### src/rtl/sram_ctl_pkg.sv
package sram_ctl_pkg;

  localparam int DATA_W = 16;
  localparam int LANES  = DATA_W / 8;

  typedef enum logic [2:0] {
    ST_IDLE,
    ST_RD_ACCESS,
    ST_RD_CAPTURE,
    ST_WR_SETUP,
    ST_WR_PULSE,
    ST_WR_RECOVER,
    ST_TURNAROUND
  } ctl_state_t;

  // ceiling of t over period, never below one cycle
  function automatic int ns_to_cycles(input int t_ns, input int clk_ns);
    int c;
    c = (t_ns + clk_ns - 1) / clk_ns;
    if (c < 1) c = 1;
    return c;
  endfunction

  function automatic int max2(input int a, input int b);
    return (a > b) ? a : b;
  endfunction

endpackage

### src/rtl/sram_phase_timer.sv
module sram_phase_timer #(
  parameter int CNT_W = 3
) (
  input  logic             clk,
  input  logic             rst,
  input  logic             load,
  input  logic [CNT_W-1:0] load_val,
  output logic             last
);
  logic [CNT_W-1:0] cnt_q;

  always_ff @(posedge clk) begin
    if (rst)              cnt_q <= '0;
    else if (load)        cnt_q <= load_val;
    else if (cnt_q != '0) cnt_q <= cnt_q - 1'b1;
  end

  assign last = (cnt_q == '0);
endmodule

### src/rtl/sram_pin_decode.sv
module sram_pin_decode
  import sram_ctl_pkg::*;
(
  input  ctl_state_t       state,
  input  logic [LANES-1:0] be,
  output logic             ce_n,
  output logic             oe_n,
  output logic             we_n,
  output logic [LANES-1:0] lane_n,
  output logic             dq_oe
);
  logic rd_phase, wr_phase;

  assign rd_phase = (state == ST_RD_ACCESS);
  assign wr_phase = (state == ST_WR_SETUP) || (state == ST_WR_PULSE) ||
                    (state == ST_WR_RECOVER);

  assign ce_n  = !(rd_phase || wr_phase);
  assign oe_n  = !rd_phase;
  assign we_n  = (state != ST_WR_PULSE);
  assign dq_oe = wr_phase;

  for (genvar g = 0; g < LANES; g++) begin : g_lane
    assign lane_n[g] = !((rd_phase || wr_phase) && be[g]);
  end
endmodule

### src/rtl/sram_cycle_ctl.sv
module sram_cycle_ctl
  import sram_ctl_pkg::*;
#(
  parameter int CLK_PERIOD_NS = 8,
  parameter int ADDR_W        = 19,
  parameter int T_RC_NS       = 55,
  parameter int T_AA_NS       = 55,
  parameter int T_OE_NS       = 30,
  parameter int T_WC_NS       = 55,
  parameter int T_WP_NS       = 30,
  parameter int T_DW_NS       = 25,
  parameter int T_AS_NS       = 0,
  parameter int T_WR_NS       = 0,
  parameter int T_OHZ_NS      = 25
) (
  input  logic              clk,
  input  logic              rst,
  input  logic              req_valid,
  output logic              req_ready,
  input  logic              req_write,
  input  logic [ADDR_W-1:0] req_addr,
  input  logic [15:0]       req_wdata,
  input  logic [1:0]        req_be,
  output logic              rsp_done,
  output logic [15:0]       rsp_rdata,
  output logic [ADDR_W-1:0] sram_addr,
  output logic              sram_ce_n,
  output logic              sram_oe_n,
  output logic              sram_we_n,
  output logic              sram_lb_n,
  output logic              sram_ub_n,
  output logic [15:0]       sram_dq_out,
  output logic              sram_dq_oe,
  input  logic [15:0]       sram_dq_in
);
  // phase lengths in clock cycles
  localparam int N_ACC = max2(max2(ns_to_cycles(T_AA_NS, CLK_PERIOD_NS),
                                   ns_to_cycles(T_OE_NS, CLK_PERIOD_NS)),
                              ns_to_cycles(T_RC_NS, CLK_PERIOD_NS));
  localparam int N_SET = ns_to_cycles(T_AS_NS, CLK_PERIOD_NS);
  localparam int N_WP  = max2(ns_to_cycles(T_WP_NS, CLK_PERIOD_NS),
                              ns_to_cycles(T_DW_NS, CLK_PERIOD_NS));
  localparam int N_WC  = ns_to_cycles(T_WC_NS, CLK_PERIOD_NS);
  localparam int N_REC = max2(ns_to_cycles(T_WR_NS, CLK_PERIOD_NS), N_WC - N_SET - N_WP);
  localparam int N_OHZ = ns_to_cycles(T_OHZ_NS, CLK_PERIOD_NS);
  localparam int N_MAX = max2(max2(N_ACC, N_SET), max2(max2(N_WP, N_REC), N_OHZ));
  localparam int CNT_W = max2($clog2(N_MAX + 1), 1);
  localparam int CW1   = CNT_W + 1;

  localparam logic [CNT_W-1:0] C_ACC = CNT_W'(N_ACC - 1);
  localparam logic [CNT_W-1:0] C_SET = CNT_W'(N_SET - 1);
  localparam logic [CNT_W-1:0] C_WP  = CNT_W'(N_WP - 1);
  localparam logic [CNT_W-1:0] C_REC = CNT_W'(N_REC - 1);
  localparam logic [CNT_W-1:0] C_OHZ = CNT_W'(N_OHZ - 1);

  ctl_state_t        state_q, state_d;
  logic              tmr_load, tmr_last;
  logic [CNT_W-1:0]  tmr_val;
  logic [ADDR_W-1:0] addr_q;
  logic [15:0]       wdata_q, rdata_q, lane_mask;
  logic [1:0]        be_q, lane_n;
  logic              done_q;

  // named events used by the assertions
  logic accept, rd_last, wr_last;
  assign accept  = (state_q == ST_IDLE) && req_valid;
  assign rd_last = (state_q == ST_RD_ACCESS) && tmr_last;
  assign wr_last = (state_q == ST_WR_RECOVER) && tmr_last;

  sram_phase_timer #(.CNT_W(CNT_W)) u_timer (
    .clk(clk), .rst(rst), .load(tmr_load), .load_val(tmr_val), .last(tmr_last)
  );

  always_comb begin
    state_d  = state_q;
    tmr_load = 1'b0;
    tmr_val  = '0;
    unique case (state_q)
      ST_IDLE: if (req_valid) begin
        tmr_load = 1'b1;
        if (req_write) begin state_d = ST_WR_SETUP;  tmr_val = C_SET; end
        else           begin state_d = ST_RD_ACCESS; tmr_val = C_ACC; end
      end
      ST_RD_ACCESS:  if (tmr_last) state_d = ST_RD_CAPTURE;
      ST_RD_CAPTURE: begin state_d = ST_TURNAROUND; tmr_load = 1'b1; tmr_val = C_OHZ; end
      ST_TURNAROUND: if (tmr_last) state_d = ST_IDLE;
      ST_WR_SETUP:   if (tmr_last) begin state_d = ST_WR_PULSE; tmr_load = 1'b1; tmr_val = C_WP; end
      ST_WR_PULSE:   if (tmr_last) begin state_d = ST_WR_RECOVER; tmr_load = 1'b1; tmr_val = C_REC; end
      ST_WR_RECOVER: if (tmr_last) state_d = ST_IDLE;
      default:       state_d = ST_IDLE;
    endcase
  end

  always_ff @(posedge clk) begin
    if (rst) begin
      state_q <= ST_IDLE;
      addr_q  <= '0;
      wdata_q <= '0;
      be_q    <= '0;
      rdata_q <= '0;
      done_q  <= 1'b0;
    end else begin
      state_q <= state_d;
      done_q  <= rd_last || wr_last;
      if (accept) begin
        addr_q  <= req_addr;
        wdata_q <= req_wdata;
        be_q    <= req_be;
      end
      if (rd_last) rdata_q <= sram_dq_in & lane_mask;
    end
  end

  for (genvar g = 0; g < LANES; g++) begin : g_mask
    assign lane_mask[g*8 +: 8] = {8{be_q[g]}};
  end

  sram_pin_decode u_pins (
    .state(state_q), .be(be_q), .ce_n(sram_ce_n), .oe_n(sram_oe_n),
    .we_n(sram_we_n), .lane_n(lane_n), .dq_oe(sram_dq_oe)
  );

  assign sram_lb_n   = lane_n[0];
  assign sram_ub_n   = lane_n[1];
  assign sram_addr   = addr_q;
  assign sram_dq_out = wdata_q;
  assign req_ready   = (state_q == ST_IDLE);
  assign rsp_done    = done_q;
  assign rsp_rdata   = rdata_q;

  // ---------------- checker state and assertions ----------------
  logic [CW1-1:0] we_low_cnt, oe_high_cnt;
  always_ff @(posedge clk) begin
    if (rst) begin
      we_low_cnt  <= '0;
      oe_high_cnt <= CW1'(N_OHZ);
    end else begin
      we_low_cnt  <= sram_we_n ? '0 : we_low_cnt + 1'b1;
      if (!sram_oe_n)                   oe_high_cnt <= '0;
      else if (oe_high_cnt < CW1'(N_OHZ)) oe_high_cnt <= oe_high_cnt + 1'b1;
    end
  end


  we_pulse_len_chk: assert property (@(posedge clk) disable iff (rst)
    $rose(sram_we_n) |-> (we_low_cnt >= CW1'(N_WP)));

  bus_turnaround_chk: assert property (@(posedge clk) disable iff (rst)
    $rose(sram_dq_oe) |-> (oe_high_cnt >= CW1'(N_OHZ)));

  no_contention_chk: assert property (@(posedge clk) disable iff (rst)
    sram_dq_oe |-> sram_oe_n);

  we_ce_overlap_chk: assert property (@(posedge clk) disable iff (rst)
    !sram_we_n |-> (!sram_ce_n && sram_oe_n));

  addr_we_high_chk: assert property (@(posedge clk) disable iff (rst)
    !$stable(sram_addr) |-> (sram_we_n && $past(sram_we_n)));

  done_pulse_chk: assert property (@(posedge clk) disable iff (rst)
    rsp_done |=> !rsp_done);

  ready_drop_chk: assert property (@(posedge clk) disable iff (rst)
    (req_valid && req_ready) |=> !req_ready);
endmodule

### config.mk
export PLATFORM = sky130hd
export DESIGN_NAME = sram_cycle_ctl
export DESIGN_NICKNAME = d
export VERILOG_FILES = /design/src/rtl/sram_ctl_pkg.sv /design/src/rtl/sram_phase_timer.sv /design/src/rtl/sram_pin_decode.sv /design/src/rtl/sram_cycle_ctl.sv
export SDC_FILE = /design/constraint.sdc
export NUM_CORES = 1
export LEC_CHECK = 0
export BUFFER_PORTS_ARGS = -buffer_cell sky130_fd_sc_hd__buf_4
export CAP_MARGIN = 20
export CORE_ASPECT_RATIO = 0.9
export CORE_UTILIZATION = 42
export CTS_CLUSTER_SIZE = 8
export DETAILED_ROUTE_END_ITERATION = 6
export PLACE_DENSITY_LB_ADDON = 0.2
export SLEW_MARGIN = 20
export SYNTH_ARGS = -nofsm -noshare
export SYNTH_HDL_FRONTEND = slang
export SYNTH_HIERARCHICAL = 1
export SYNTH_SLANG_ARGS = --single-unit
### constraint.sdc
create_clock -name clk -period 2.4 [get_ports clk]
set_clock_uncertainty 0.15 [all_clocks]
set_input_delay 0.12 -clock clk [delete_from_list [all_inputs] [get_ports clk]]
set_output_delay 0.12 -clock clk [all_outputs]
set_load 0.05 [all_outputs]
# After elaboration in Yosys (flattened, before gate mapping)
# Index checks and enable logic that the tools add are counted.
dict set report word_totals {
  wordCells 58
  regBits 60
  inputBits 57
}
dict set report op_classes {
  mux 17
  bitwise_logic 1
  eq_ne 12
  n_addsub 1
  n_reduce_logical 20
}
# op n
set op_table {}
lappend op_table {{two-way mux 3 bit} 9}
lappend op_table {{one-hot mux 3 bit (6 select lines)} 1}
lappend op_table {{bitwise AND 16 bit} 1}
lappend op_table {{one-hot mux 3 bit (4 select lines)} 1}
lappend op_table {{== test 3 bit, second input constant} 3}
lappend op_table {{inequality test 2 bit, second input constant} 4}
lappend op_table {{== test 3 x 2 -> 1 bit, second input constant} 2}
lappend op_table {{zero test 3 bit} 2}
lappend op_table {{logical AND 1 bit} 5}
lappend op_table {{AND reduction 5 bit} 1}
lappend op_table {{zero test 1 bit} 4}
lappend op_table {{logical OR 1 bit} 4}
lappend op_table {{two-way mux 2 bit} 2}
lappend op_table {{OR reduction 2 bit} 2}
lappend op_table {{== test 3 x 1 -> 1 bit, second input constant} 1}
lappend op_table {{two-way mux 1 bit} 3}
lappend op_table {{inequality test 3 bit, second input constant} 1}
lappend op_table {{one-hot mux 1 bit (3 select lines)} 1}
lappend op_table {{nonzero test 3 bit} 1}
lappend op_table {{subtractor 3 x 1 -> 3 bit, second input constant} 1}
lappend op_table {{inequality test 2 x 1 -> 1 bit, second input constant} 1}
lappend op_table {{nonzero test 2 bit} 1}

# Depth between registers and ports, before layout
# Gate-level depths: netlist of run 1.
dict set report depth {
  word_depth 6
  mapped_depth 9
  depth_no_buf 9
}

# Cells and area by module
# Netlist of run 1, hierarchy kept.
# module area_per_inst_um2 seq_area_each_um2 n_inst cells_per_inst
set by_module_without_submodules {}
lappend by_module_without_submodules {sram_cycle_ctl 2225.9 1141.1 1 265}
lappend by_module_without_submodules {sram_phase_timer 206.4 60.1 1 22}
lappend by_module_without_submodules {sram_pin_decode 51.3 0.0 1 8}

# Worst setup path before layout of run 1
# No wires, ideal clock.
dict set report synth_timing {
  path_kind {register to register}
  startpoint {register u_timer.cnt_q[0]}
  endpoint {register u_timer.cnt_q[0]}
  path_slack_ns 0.197
  n_path_buf 0
  arrival_time_ns 1.940
  path_stages_with_launch 9
  cell_sequence {dfxtp_1 inv_1 ha_1 nand2b_1 inv_1 or4bb_1 o21ai_0 nor2b_1 a2111oi_1}
}
dict set report synth_via {
  elab_chain_len 4
  elab_cells_between_ends 11
  cone_classes {add/sub: 1; mux: 7; reduce/logical: 3}
}
# item line_no
set synth_rtl {}
lappend synth_rtl {{start, declared} sram_phase_timer.sv:10} ;# logic [CNT_W-1:0] cnt_q;
lappend synth_rtl {{start signal, assigned} sram_phase_timer.sv:14} ;# else if (load) cnt_q <= load_val;
lappend synth_rtl {{start signal, assigned} sram_phase_timer.sv:15} ;# else if (cnt_q != '0) cnt_q <= cnt_q - 1'b1;
lappend synth_rtl {{zero test 3 bit (*)} sram_phase_timer.sv:18} ;# assign last = (cnt_q == '0);
lappend synth_rtl {{net tmr_last} sram_cycle_ctl.sv:57} ;# logic tmr_load, tmr_last;
lappend synth_rtl {{two-way mux 1 bit (*)} {sram_cycle_ctl.sv:87, sram_cycle_ctl.sv:88}}
lappend synth_rtl {{one-hot mux 1 bit (3 select lines) (*)} sram_cycle_ctl.sv:78} ;# unique case (state_q)
lappend synth_rtl {{net tmr_load} sram_cycle_ctl.sv:57}
lappend synth_rtl {{two-way mux 3 bit / nonzero test 2 bit (equally long branches)} --}
# Mark *: on every way through the listed nets, which the timed path passes. The rest lies on a longest branch. The select of a mux whose other input is x is not followed.
# A chain may end at the register's enable or synchronous reset.

# Worst setup path after layout of run 1
# Same ends and word-level chain as after synthesis.

==> results of run 1 <==
==> cells by family (layout without fill, tap and decap cells) <==
group	after synthesis	in the layout	synth area share, %
compound gates	68	68	15.1
simple gates	138	138	26.7
buf+inv	26	193	8.41
fa+ha+maj	3	3	1.41
flops	60	60	48.4
==> cell usage in the layout, fill, tap and decap left out, types with 2 or more instances in the layout <==
cell	instances
a21oi_1	55
clkbuf_8	11
o21ai_1	2
nor2_1	2
ha_1	2
nand2_1	93
buf_4	122
nand2b_1	6
dlygate4sd3_1	53
inv_1	4
nor2b_1	6
nor4b_1	2
nor2b_2	2
dfxtp_1	60
nand3_1	17
==> synth_stat cells, drive strengths merged <==
library cell	instances	area share, %
nand2b	6	1.5
dfxtp	60	48
nor4b	3	1.7
ha	2	1.0
inv	4	0.60
nor3	1	0.20
o21ai	4	0.81
o32ai	1	0.35
a311oi	1	0.60
dlygate4sd1	3	1.1
nand3	17	3.4
nor4bb	1	0.40
a31oi	1	0.25
or2b	1	0.30
dlymetal6s2s	1	0.50
a21o	2	0.66
nor2b	8	2.2
and4bb	1	0.50
buf	14	5.6
or3b	1	0.35
or4bb	1	0.45
a2bb2oi	1	0.35
nand4bb	1	0.45
a21oi	56	11
nor2	2	0.30
maj3	1	0.40
nand3b	1	0.30
a2111oi	2	0.81
nand2	93	14
clkbuf	4	0.65
or4b	1	0.55
==> per-layer routing <==
layer / track usage [%] / wire length [um] / share of wire (%) / vias to the layer above
li1: - / - / - / 1310
met1: 26.3 / 2970 / 41 / 1190
met2: 39.3 / 3700 / 51 / 110
met3: 9.43 / 555 / 7.6 / 6
met4: 7.47 / 55 / 0.76 / 0
met5: 0 / 0 / 0 / -
==> per-stage QoR <==
step           std cells  util, %  setup TNS [ns]
2_1_floorplan        295        -               0
3_3_place_gp         465     57.8               0
3_5_place_dp         465     57.8         -0.0260
4_1_cts              532     70.6               0
5_1_grt              532     70.9               0
6_report             532     70.9               0
==> state kept, by name, indices dropped and copies added (netlist names) <==
register	flops
be_q	2
rsp_done	1
rsp_rdata	16
sram_addr	19
sram_dq_out	16
state_q	3
u_timer/cnt_q	3
==> critical path, delay by kind of cell, from the launching register on <==
family                     cells  cell delay [ns]
buffers and inverters          2             0.18
adders and majority gates      1             0.20
DFF                            1             0.33
AOI/OAI and AO/OA              2             0.49
and+or+nand+nor                3             0.79
==> final cells by class <==
class                   count  area, um2
fillers                   433       1660
flip-flops and latches     60       1200
multi-input cells         209       1100
clock buffers              12        155
well taps                  70       87.6
inverters                   4       15.0
clock inverters             2       35.0
repair buffers            175       1450
==> power groups by stage <==
stage               logic (mW)  registers [mW]  clock network (mW)
floorplan                 1.06            1.75                   0
global placement          1.90            1.34                   0
detailed placement        1.93            1.36                   0
CTS                       2.01            1.34               0.911
global route              2.18            1.38               0.957
finish                    2.05            1.35               0.889
==> repair_timing <==
item / CTS / global route
endpoints found under the setup margin: 2 / 2
gates resized for setup: 2 / 4
hold buffers: 53 / 0
hold endpoints to repair: 53 / 0
buffers inserted: 0 / 0
==> worst paths after layout <==
path | start | depth (start not counted) | end | slack, ns
setup / recovery | u_timer/cnt_q[0] | 8 | u_timer/cnt_q[0] | 0.15
hold / removal | req_write | 4 | u_timer/cnt_q[2] | 0.01
setup reg to reg | u_timer/cnt_q[0] | 8 | u_timer/cnt_q[0] | 0.15
hold reg to reg | rsp_rdata[12] | 2 | rsp_rdata[12] | 0.30
==> impl_metrics.yaml, run 1 <==
die:
  start_util_pct: 43.6
  die_y_um: 75.0
  die_width_um: 83.1
  ios: 116
  rows: 26
  fp.dieArea_um2: 6230
  core_area_um2: 5690
power:
  p_per_area_nw_per_um2: 1060
  vdd_drop_max_uv: 592
  switching_share_pct: 43.2
  clkPwrFrac_pct: 20.7
  p_sw_mw: 1.85
  power_frac_seq_pct: 31.5
  pwr-share-comb_pct: 47.8
  p_int_mw: 2.43
  power.leakage_nw: 1.74
  finalPower_mw: 4.28
layout:
  n_antenna_cell: 0
  final_area_um2: 4040
  area_growth_syn_to_layout_pct: 62.6
  layout-drive-gt1-share_pct: 31.6
  nets: 518
route:
  routedWlPerCell_um: 13.7
  drcViolationCount: 0
  drt.antenna.violating_nets: 0
  vias: 2616
  drtIter0Drc: 73
  wl_um: 7280
  viasPerCell: 4.92
  dr.pass1.iters: 4
placed_design:
  post_dp_cell_area_um2: 3290
  gp_congestion: 0.734
  dp_slack_ns: -0.0260
  hpwl_um: 4100
  port-buffer-count: 115
critical_path:
  cpMaxStageDelayCell: "or4bb_4"
  cp_max_fo: 8
  crit_arrival_ns: 2.32
  critPathMaxStageDelay_ns: 0.57
  end_kind: "register"
  crit_path_start_kind: "register"
  worst_ep_required_time_ns: 2.48
  crit_type: "register to register"
  path_cells: "inv_1 -> ha_1 -> nand2b_1 -> inv_1 -> or4bb_4 -> o21ai_4 -> nor2b_1 -> a2111oi_2"
  crit_top_cell: "inv_1"
clocking:
  cts_root_buffer: "clkbuf_8"
  numCtsBuffers: 9
  cts.sinks: 60
  clkLatencyLatePin_ns: 0.33
  cts_tree: "built"
  clk_path_buf_depth: 2
  htree_levels: 3
  clk_pin_slew_ns: 0.06
hold_path:
  hold_class: "input port to register"
global_route:
  grt_pass1_wl_um: 11100
  grt_pass1_vias: 2395
  antenna_found_initial: 0
  grt_max_degree: 62
  gr-total-overflow: 0
  grt_usage_pct: 22.8
job:
  max_cap_viol_count: 0
logic_synthesis:
  yosysSeqAreaShare_pct: 48.4
  avgSynthCellArea_um2: 8.42
  ys_ff_latch: 60
  synth_warnings: 6
  netlist_area_um2: 2480
  synth_nets: 354
  ys_types: 37
  syn_inst: 295
sta:
  drv_slew: 0
  slew_headroom_pct: 55.8
  holdWs_ns: 0.0128
  final_hold_viol_count: 0
  fmax_mhz: 445
  setup_viol: 0
  worst_pin_slew_ns: 0.663
  worst_slack_ns: 0.155
  fin_crit_sh_pct: 93.6
  rsz0062_at_grt: "no"
  period_minus_slack_ns: 2.25
outcome:
  status: "finished clean"
No activity file was read; power rests on OpenSTA's default activity.
==> run 2, diff against run 1 <==
--- a/config.mk
+++ b/config.mk
@@ -7,8 +7,10 @@
 export LEC_CHECK = 0
 export BUFFER_PORTS_ARGS = -buffer_cell sky130_fd_sc_hd__buf_4
 export CAP_MARGIN = 20
+export CELL_PAD_IN_SITES_DETAIL_PLACEMENT = 0
+export CELL_PAD_IN_SITES_GLOBAL_PLACEMENT = 2
 export CORE_ASPECT_RATIO = 0.9
-export CORE_UTILIZATION = 42
+export CORE_UTILIZATION = 23
 export CTS_CLUSTER_SIZE = 8
 export DETAILED_ROUTE_END_ITERATION = 6
 export PLACE_DENSITY_LB_ADDON = 0.2
==> run 2 against run 1 <==
Effect of this change: the run now ends with DRC left; fmax increased by 0.59%; sequential power about the same; combinational power about the same; total power increased by 11%; global-route usage decreased by 9.2 points; largest power group unchanged.
==> impl_metrics.yaml, run 2 (synthesis results as in run 1) <==
layout:
  largest_reg_flops: 19
  seq_area_um2: 1200
  n_antenna_cell: 0
  final_common_cell: "buf_4"
  area_growth_syn_to_layout_pct: 71.4
  final_area_um2: 4260
  nets: 523
  num-fill-cells: 1082
  most-common-layout-cells: "buf_4, nand2_1, dfxtp_1"
  layout-drive-gt1-share_pct: 32.0
  post_layout_nonfiller_instances: 598
  multi_input_area_um2: 1080
clocking:
  cts_root_buffer: "clkbuf_16"
  cts_tree: "built"
  clkLatencyLatePin_ns: 0.32
  numCtsBuffers: 9
  clk_pin_slew_ns: 0.05
  cts.sinks: 60
  clk_path_buf_depth: 2
  htree_levels: 3
  postCtsSetupRepairBufs: 0
placed_design:
  dp_slack_ns: 0.0429
  gp_congestion: 0.722
  dp_cells: 529
  hpwl_um: 4720
  port-buffer-count: 115
  post_dp_cell_area_um2: 3400
critical_path:
  worst_ep_required_time_ns: 2.45
  crit_type: "register to register"
  end_kind: "register"
  critPathMaxStageDelay_ns: 0.52
  crit_top_cell: "inv_1"
  crit_path_start_kind: "register"
  cpMaxStageDelayCell: "or4bb_1"
  crit_arrival_ns: 2.28
  path_cells: "inv_1 -> ha_1 -> nand2b_1 -> inv_1 -> or4bb_1 -> o21ai_2 -> nor2b_1 -> a2111oi_1"
  cp_max_fo: 7
route:
  drt-met1-wl_um: 3540
  top_layer_used: "met4"
  drtIter0Drc: 93
  routedWlPerCell_um: 12.7
  viasPerCell: 4.33
  wl_um: 7610
  drt.antenna.violating_nets: 0
  met2RoutedLength_um: 3560
  wl_met3_um: 357
  vias: 2590
  drcViolationCount: 7
  dr.pass1.iters: 6
sta:
  period_minus_slack_ns: 2.23
  fmax_mhz: 448
  worst_slack_ns: 0.168
  final_hold_viol_count: 0
  drv_slew: 0
  fin_crit_sh_pct: 93.0
  finalSetupTns_ns: 0
  slew_headroom_pct: 60.3
  rsz0062_at_grt: "no"
  setup_viol: 0
  worst_pin_slew_ns: 0.596
power:
  finalPower_mw: 4.77
  switching_share_pct: 40.1
  p_int_mw: 2.86
  power.leakage_nw: 1.82
  power_frac_seq_pct: 27.9
  clkPwrFrac_pct: 28.7
  p_per_area_nw_per_um2: 1120
  vdd_drop_max_uv: 412
  pwr-share-comb_pct: 43.4
  p_sw_mw: 1.91
die:
  rows: 35
  start_util_pct: 23.9
  die_width_um: 112
  ios: 116
  die_y_um: 101
  fp.dieArea_um2: 11200
  core_area_um2: 10400
job:
  max_cap_viol_count: 0
global_route:
  grt_pass1_wl_um: 11900
  grt_max_degree: 51
  gr-total-overflow: 0
  antenna_found_initial: 0
  grt_pass1_vias: 2394
  grt_usage_pct: 13.6
outcome:
  status: "finished, violations left"
  violations: "DRC"
hold_path:
  hold_class: "input port to register"
[run 2: cell types whose count changed in the layout (fill, tap and decap cells not counted), moves of 2 or more]
cell       previous run  this run
buf_4               122       127
clkinv_2              1         3
clkbuf_8             11         1
clkbuf_16             0         9
[run 2: final timing paths]
path	startpoint	endpoint	slack, ns	depth (start not counted)
max	u_timer/cnt_q[0]	u_timer/cnt_q[0]	0.17	8
min	req_write	u_timer/cnt_q[2]	0.05	4
max reg2reg	u_timer/cnt_q[0]	u_timer/cnt_q[0]	0.17	8
min reg2reg	rsp_rdata[9]	rsp_rdata[9]	0.30	2
[run 2: routing by layer]
layer,vias to the layer above,global-route usage [%]
met5,-,0
met4,0,6.65
met3,11,3.55
met2,61,22.4
met1,1191,16.7
li1,1327,-
[run 2: what timing repair did]
| item | CTS | global route |
|---|---|---|
| hold buffers | 53 | 0 |
| endpoints found under the setup margin | 0 | 3 |
| endpoints found under the hold margin | 53 | 0 |
| gates resized for setup | 0 | 2 |
[run 2: final cells by class]
class	count	share of cell area, %
multi-input combinational	209	25.3
tap	129	3.79
sequential	60	28.2
timing repair buffer	180	34.9
clock inverter	5	1.76
inverter	4	0.353
clock buffer	11	5.70
[run 2: metrics by stage]
step           util, %  hold slack [ns]
2_1_floorplan        -           0.0379
3_3_place_gp      32.8            0.217
3_5_place_dp      32.8            0.226
4_1_cts           41.0           0.0391
5_1_grt           41.0            0.100
6_report          41.0           0.0523
[run 2: power by group through the flow]
stage               Clock [mW]  Sequential (mW)  Combinational (mW)
floorplan                    0             1.75                1.06
global placement             0             1.34                2.00
detailed placement           0             1.35                2.01
CTS                       1.42             1.33                2.08
global route              1.47             1.36                2.22
finish                    1.37             1.33                2.07
[run 2: worst max-delay path, delay by kind of cell (launching register included)]
kind            cells  cell delay (ns)
fa+ha+maj           1             0.20
simple gates        3             0.71
buf+inv             2             0.17
flops               1             0.32
compound gates      2             0.56
